<file path="src/rtl/dword_divider.sv">
module dword_divider #(
  parameter int W = 16
) (
  input  logic         clk,
  input  logic         rst_n,
  input  logic         start,
  input  logic [W-1:0] hi_in,
  input  logic [W-1:0] lo_in,
  input  logic [W-1:0] dvsr_in,
  output logic         busy,
  output logic         done,
  output logic         div_err,
  output logic [W-1:0] quot,
  output logic [W-1:0] rem
);
  localparam int CW = $clog2(W + 1);

  logic [W-1:0]  acc, qsh, dv;
  logic [CW-1:0] cnt;
  logic          run;

  wire [W:0]   shl      = {acc, qsh[W-1]};
  wire [W:0]   diff     = shl - {1'b0, dv};
  wire         take     = ~diff[W];
  wire [W-1:0] acc_nxt  = take ? diff[W-1:0] : shl[W-1:0];
  wire [W-1:0] qsh_nxt  = {qsh[W-2:0], take};
  wire         accept   = start & ~run;
  wire         fits     = hi_in < dvsr_in;

  assign busy = run;

  always_ff @(posedge clk or negedge rst_n) begin
    if (!rst_n) begin
      acc     <= '0;
      qsh     <= '0;
      dv      <= '0;
      cnt     <= '0;
      run     <= 1'b0;
      done    <= 1'b0;
      div_err <= 1'b0;
      quot    <= '0;
      rem     <= '0;
    end else begin
      done    <= 1'b0;
      div_err <= 1'b0;
      if (accept) begin
        if (!fits) begin
          done    <= 1'b1;
          div_err <= 1'b1;
        end else begin
          run <= 1'b1;
          acc <= hi_in;
          qsh <= lo_in;
          dv  <= dvsr_in;
          cnt <= CW'(W);
        end
      end else if (run) begin
        acc <= acc_nxt;
        qsh <= qsh_nxt;
        cnt <= cnt - 1'b1;
        if (cnt == CW'(1)) begin
          run  <= 1'b0;
          done <= 1'b1;
          quot <= qsh_nxt;
          rem  <= acc_nxt;
        end
      end
    end
  end

  a_r3_overflow: assert property (@(posedge clk) disable iff (!rst_n)
    (start && !run && hi_in >= dvsr_in) |=> (done && div_err && !run));

  a_r4_zero_div: assert property (@(posedge clk) disable iff (!rst_n)
    (start && !run && dvsr_in == '0) |=> div_err);

  a_r5_hold_on_err: assert property (@(posedge clk) disable iff (!rst_n)
    div_err |-> ($stable(quot) && $stable(rem)));

  a_r6_rem_below_dvsr: assert property (@(posedge clk) disable iff (!rst_n)
    (done && !div_err) |-> (rem < dv));

  a_r7_accept_starts: assert property (@(posedge clk) disable iff (!rst_n)
    (start && !run && hi_in < dvsr_in) |=> run);

  a_r7_done_on_fall: assert property (@(posedge clk) disable iff (!rst_n)
    $fell(run) |-> (done && !div_err));

  a_r8_done_pulse: assert property (@(posedge clk) disable iff (!rst_n)
    done |=> !done);

  a_r8_err_needs_done: assert property (@(posedge clk) disable iff (!rst_n)
    div_err |-> done);

  a_r9_busy_ignores_start: assert property (@(posedge clk) disable iff (!rst_n)
    (run && cnt > CW'(1)) |=> (run && $stable(dv)));
endmodule

</file>
<file path="config.mk">
export PLATFORM = sky130hd
export DESIGN_NAME = dword_divider
export DESIGN_NICKNAME = d
export VERILOG_FILES = /design/src/rtl/dword_divider.sv
export SDC_FILE = /design/constraint.sdc
export NUM_CORES = 1
export LEC_CHECK = 0
export ABC_CLOCK_PERIOD_IN_PS = 3650
export CAP_MARGIN = 20
export CORE_MARGIN = 1
export CORE_UTILIZATION = 35
export CTS_BUF_LIST = sky130_fd_sc_hd__clkbuf_4
export DETAILED_ROUTE_END_ITERATION = 16
export MAX_ROUTING_LAYER = met4
export RECOVER_POWER = 100
export SYNTH_ARGS = -nofsm -noshare
export SYNTH_HDL_FRONTEND = slang
export SYNTH_SLANG_ARGS = --single-unit
</file>
<file path="constraint.sdc">
create_clock -name clk -period 3.65 [get_ports clk]
set_clock_uncertainty 0.15 [all_clocks]
set_input_delay 0.9125 -clock clk [delete_from_list [all_inputs] [get_ports clk]]
set_output_delay 0.9125 -clock clk [all_outputs]
set_load 0.02 [all_outputs]
</file>
Word level (Yosys, flattened, before mapping) --
Index checks and enable logic that the tools add are counted.
Cells by class: bitwise logic cells 4, reductions and logical operators 4, order comparisons 1, equal/unequal tests 2, multiplexer cells 19, add/subtract/negate cells 2
Operators by type and width (number):
- $mux W16 | 7
- $sub A17 B16 Y17 | 1
- $lt A16 B16 Y1 | 1
- $mux W5 | 3
- $mux W1 | 9
- $eq A5 B1 Y1 const B | 1
- $sub A5 B1 Y5 const B | 1
- $reduce_and A2 Y1 | 2
- $not A1 Y1 | 3
- $reduce_and A3 Y1 | 1
- $ne A2 B1 Y1 const B | 1
- $reduce_bool A2 Y1 | 1
- $and A1 B1 Y1 | 1
Word-level totals: input port bits 51, register bits 88, output and inout bits 35, logic and storage cells 41

Depth between registers and ports, before layout --
word-level depth 4, depth in mapped cells 12, gate-level depth less buffers 11

Worst setup path after synthesis --
No wires, ideal clock.
kind input -> register, from input dvsr_in[12], to register acc[14], stages on the path 10, path buffers 0, required time 3374 ps, library setup time 126 ps, data arrival time 2800 ps, setup slack 574 ps, cell sequence inv_1 > ha_1 > nand3_1 > or4_4 > nor4_4 > a211oi_4 > nand2_4 > nand2b_2 > and3_1 > a221o_1
On the way: word-level cells in the longest chain between the ends 3
RTL lines:
- start, declared | RTL line 9 | input logic [W-1:0] dvsr_in,
- $lt A16 B16 Y1 | RTL line 28 | wire fits = hi_in < dvsr_in;
- $ne A2 B1 Y1 (no line)
- $reduce_and A2 Y1 (no line)
- end signal, assigned | RTL line 52 | acc <= hi_in;
- end signal, assigned | RTL line 58 | acc <= acc_nxt;
- end, declared | RTL line 18 | logic [W-1:0] acc, qsh, dv;
Every way passes these cells. A chain may end at the register's enable or synchronous reset.

Worst setup path after layout --
from input dvsr_in[14], to register qsh[14]
On the way: word-level cells in the longest chain between the ends 3
RTL lines:
- $lt A16 B16 Y1 | RTL line 28
- $ne A2 B1 Y1 (no line)
- $reduce_and A2 Y1 (no line)
- end signal, assigned | RTL line 53 | qsh <= lo_in;
- end signal, assigned | RTL line 59 | qsh <= qsh_nxt;
- end, declared | RTL line 18
Every way passes these cells.

==> results_tabular.tex <==
\begin{tabular}{lr}
\hline
Metric & Value \\
\hline
\multicolumn{2}{l}{\textbf{Outcome}} \\
\quad Outcome & finished with violations \\
\quad Violations in the final reports & design-rule violations, max-capacitance violations, max-slew violations \\
\multicolumn{2}{l}{\textbf{Global routing}} \\
\quad Antenna violations before repair & 1 \\
\quad First-pass GRT wire length & 24600 um \\
\quad Largest net degree at the start of global routing & 46 \\
\quad GRT Overall Usage & 0.205 \\
\quad GRT overflow & 0 \\
\quad Number of global-route vias before repair & 4610 \\
\multicolumn{2}{l}{\textbf{STA}} \\
\quad Worst rel slew slack & -0.637 \\
\quad Final count of pins violating max slew & 46 \\
\quad Clock period minus final worst setup slack & 3.53 ns \\
\quad Setup repair after global routing missed its margin & false \\
\quad Setup violation total in the final timing report & 0 \\
\quad Worst-margin pin slew & 2.45 ns \\
\quad Final total negative setup slack & 0 ns \\
\quad Share of the clock period used by the worst path after layout & 0.968 \\
\quad Maximum operating frequency & 283 MHz \\
\quad Worst hold slack across all endpoints & 0.332 ns \\
\quad Count of endpoints failing hold in the final timing report & 0 \\
\multicolumn{2}{l}{\textbf{Routing}} \\
\quad Total number of vias & 4738 \\
\quad Routed wire length & 15100 um \\
\quad Residual antenna-violating net count after detailed routing & 0 \\
\quad DRC viols & 3 \\
\quad Routed wirelength normalized by instance count & 16.8 um \\
\quad Ratio of routed vias to standard cells & 5.28 \\
\quad DRC marker count from the first detailed-route iteration & 266 \\
\quad First-pass iteration count of the detailed router & 11 \\
\multicolumn{2}{l}{\textbf{Critical path}} \\
\quad Critical Path Sink Type & flop \\
\quad Kind of start point of the critical path & input pin \\
\quad Startpoint-to-endpoint class of the critical path & input pin to flop \\
\quad Required time reported for the critical path endpoint & 3.84 ns \\
\quad Arrival time of data at the critical path endpoint & 3.72 ns \\
\quad Maximum fanout count along the critical path & 14 \\
\multicolumn{2}{l}{\textbf{Placement}} \\
\quad Buffers added on ports & 85 \\
\quad Final GP Congestion & 0.876 \\
\quad DP HPWL & 11800 um \\
\multicolumn{2}{l}{\textbf{Yosys}} \\
\quad Leading area contributor after synthesis & sky130\_fd\_sc\_hd\_\_dfrtp\_1 \\
\quad Most used standard cell by instance count after synthesis & sky130\_fd\_sc\_hd\_\_nand2\_1 \\
\quad Count of warnings emitted by yosys & 0 \\
\quad Most frequent cells after synthesis & sky130\_fd\_sc\_hd\_\_nand2\_1 (119), sky130\_fd\_sc\_hd\_\_dfrtp\_1 (88), sky130\_fd\_sc\_hd\_\_o21ai\_0 (72) \\
\quad Synthesized flop and latch total & 88 \\
\quad Most used DFF post-synth & sky130\_fd\_sc\_hd\_\_dfrtp\_1 \\
\quad Top post-synthesis cells by area & sky130\_fd\_sc\_hd\_\_dfrtp\_1 (41\%), sky130\_fd\_sc\_hd\_\_nand2\_1 (8.4\%), sky130\_fd\_sc\_hd\_\_ha\_1 (7.7\%) \\
\quad Share of Yosys cell area claimed by the top area cell type & 0.412 \\
\quad Sequential area share after synthesis & 0.412 \\
\quad Distinct cells, synth & 62 \\
\quad Async SR Flop Fraction & 1.00 \\
\quad Post-synth EDFFs & 0 \\
\quad Gate Count Post-Synth & 614 \\
\quad Average cell area after synthesis & 8.70 um2 \\
\quad Net count of the mapped netlist & 699 \\
\quad Post-Synthesis Cell Area & 5340 um2 \\
\multicolumn{2}{l}{\textbf{Floorplanning}} \\
\quad Floorplan die area & 15800 um2 \\
\quad Number of cell rows & 44 \\
\quad Die W & 126 um \\
\quad Core outline area & 14700 um2 \\
\quad DIE HEIGHT & 126 um \\
\quad Initial Utilization & 0.363 \\
\quad Number of primary I/O pins & 86 \\
\multicolumn{2}{l}{\textbf{Clocking}} \\
\quad Clock sink total & 88 \\
\quad Number of buffers inserted during clock tree synthesis & 9 \\
\quad Number of H-tree branching levels & 3 \\
\quad Reg clk slew, reported paths & 0.13 ns \\
\quad Worst-skew pair later-pin latency & 0.47 ns \\
\quad Clock Path Buffers & 2 \\
\quad TritonCTS clock tree & yes \\
\quad Clock tree root driver cell & sky130\_fd\_sc\_hd\_\_clkbuf\_4 \\
\quad \# hold bufs at CTS & 0 \\
\multicolumn{2}{l}{\textbf{Hold path}} \\
\quad Hold/Removal Path Class & flop to flop \\
\multicolumn{2}{l}{\textbf{Power}} \\
\quad Power after layout & 7.06 mW \\
\quad VDD IR-drop max & 0.346 mV \\
\quad Leak pwr & 2.98 nW \\
\quad Power Dens Cells & 1070 nW/um2 \\
\multicolumn{2}{l}{\textbf{Finish}} \\
\quad Layout Area Growth over Synthesis & 23.1\% \\
\quad Fraction of layout instances using a drive strength above 1 & 0.0758 \\
\quad Final \#Nets & 792 \\
\multicolumn{2}{l}{\textbf{Job}} \\
\quad Max-cap viol count & 1 \\
\hline
\end{tabular}
[layout by cell type (no fill, tap or decap), drive strengths merged, types with 5 or more instances in the layout]
master	Yosys	final
xnor2	10	10
a21o	7	7
nand4	5	5
ha	33	33
nor2	37	37
nand2b	5	5
o21ai	75	75
dfrtp	88	88
clkbuf	19	22
mux2i	20	20
or3	6	6
nand2	120	120
mux2	5	5
nor3	13	13
a21oi	40	40
xor2	6	6
a211oi	9	9
inv	42	43
buf	9	14
dlygate4sd3	0	35
a21boi	5	5
nand3	9	9
clkdlybuf4s50	0	49
[flip-flops by register name, indices dropped and copies added (netlist names)]
name     flops
dv          16
rem         16
done         1
cnt          5
qsh         16
busy         1
acc         16
div_err      1
quot        16
[worst max-delay path, stage by stage]
cell	delay, ns
sky130_fd_sc_hd__clkdlybuf4s50_1	0.45
sky130_fd_sc_hd__inv_1	0.05
sky130_fd_sc_hd__ha_1	0.29
sky130_fd_sc_hd__nand3_1	0.13
sky130_fd_sc_hd__or4_4	0.55
sky130_fd_sc_hd__nor4_1	0.39
sky130_fd_sc_hd__a211oi_4	0.12
sky130_fd_sc_hd__a21oi_1	0.28
sky130_fd_sc_hd__buf_12	0.18
sky130_fd_sc_hd__clkbuf_4	0.23
sky130_fd_sc_hd__o21ai_0	0.13
[worst paths after layout]
kind                        startpoint        to  slack (ns)  cells past startpoint
min in group asynchronous        rst_n   quot[8]        1.03                      1
min                           quot[12]  quot[12]        0.33                      2
max reg2reg                    qsh[15]    acc[6]        0.22                     11
max                        dvsr_in[14]   qsh[14]        0.12                     11
max in group asynchronous        rst_n      busy        0.63                      2
min reg2reg                   quot[12]  quot[12]        0.33                      2
[where the power goes]
part / internal [mW] / switching, mW
sequential: 1.47 / 0.370
combinational: 1.91 / 2.80
clock: 0.152 / 0.364
total: 3.53 / 3.53
[cell families (layout without fill, tap and decap cells)]
group                    after synthesis  count (layout)  share of synthesized area
AND/OR/NAND/NOR                      209             209                      0.172
adder cells (fa/ha/maj)               34              34                     0.0811
XOR/XNOR                              16              16                     0.0262
buffers and inverters                 70             168                     0.0544
flip-flops                            88              88                      0.412
other                                  0               1                          0
multiplexers                          25              25                     0.0480
AO/OA/AOI/OAI                        172             172                      0.205
[routing by layer]
| layer | GRT usage | vias up | routed length (um) |
|---|---|---|---|
| li1 | - | 2328 | - |
| met1 | 0.273 | 2261 | 7200 |
| met2 | 0.323 | 126 | 7020 |
| met3 | 0.0308 | 23 | 590 |
| met4 | 0.0588 | 0 | 246 |
| met5 | - | - | 0 |
[metrics by stage]
step                area [um2]  setup slack [ns]  cells  utilization
floorplan                 5340             0.574    614            -
finish                    6580             0.116    897        0.447
detailed placement        6530           -0.0320    880        0.445
global placement          6530            0.0199    880        0.445
CTS                       6650             0.124    896        0.453
global route              6580            0.0317    897        0.447
[what timing repair did]
| item | in CTS | in global routing |
|---|---|---|
| hold endpoints to repair | 0 | 0 |
| gates resized for setup | 0 | 1 |
| setup endpoints to repair | 0 | 1 |
| setup buffers | 0 | 0 |
[layout make-up]
type	instances	area, um2
Timing Repair Buffer	110	1030
Clock inverter	6	45.0
Fill cell	1439	8120
Inverter	42	158
Sequential cell	88	2200
Multi-Input combinational cell	456	2840
Antenna cell	1	2.50
Clock buffer	10	75.1
Tap cell	184	230
(Power assumes the default switching activity.)
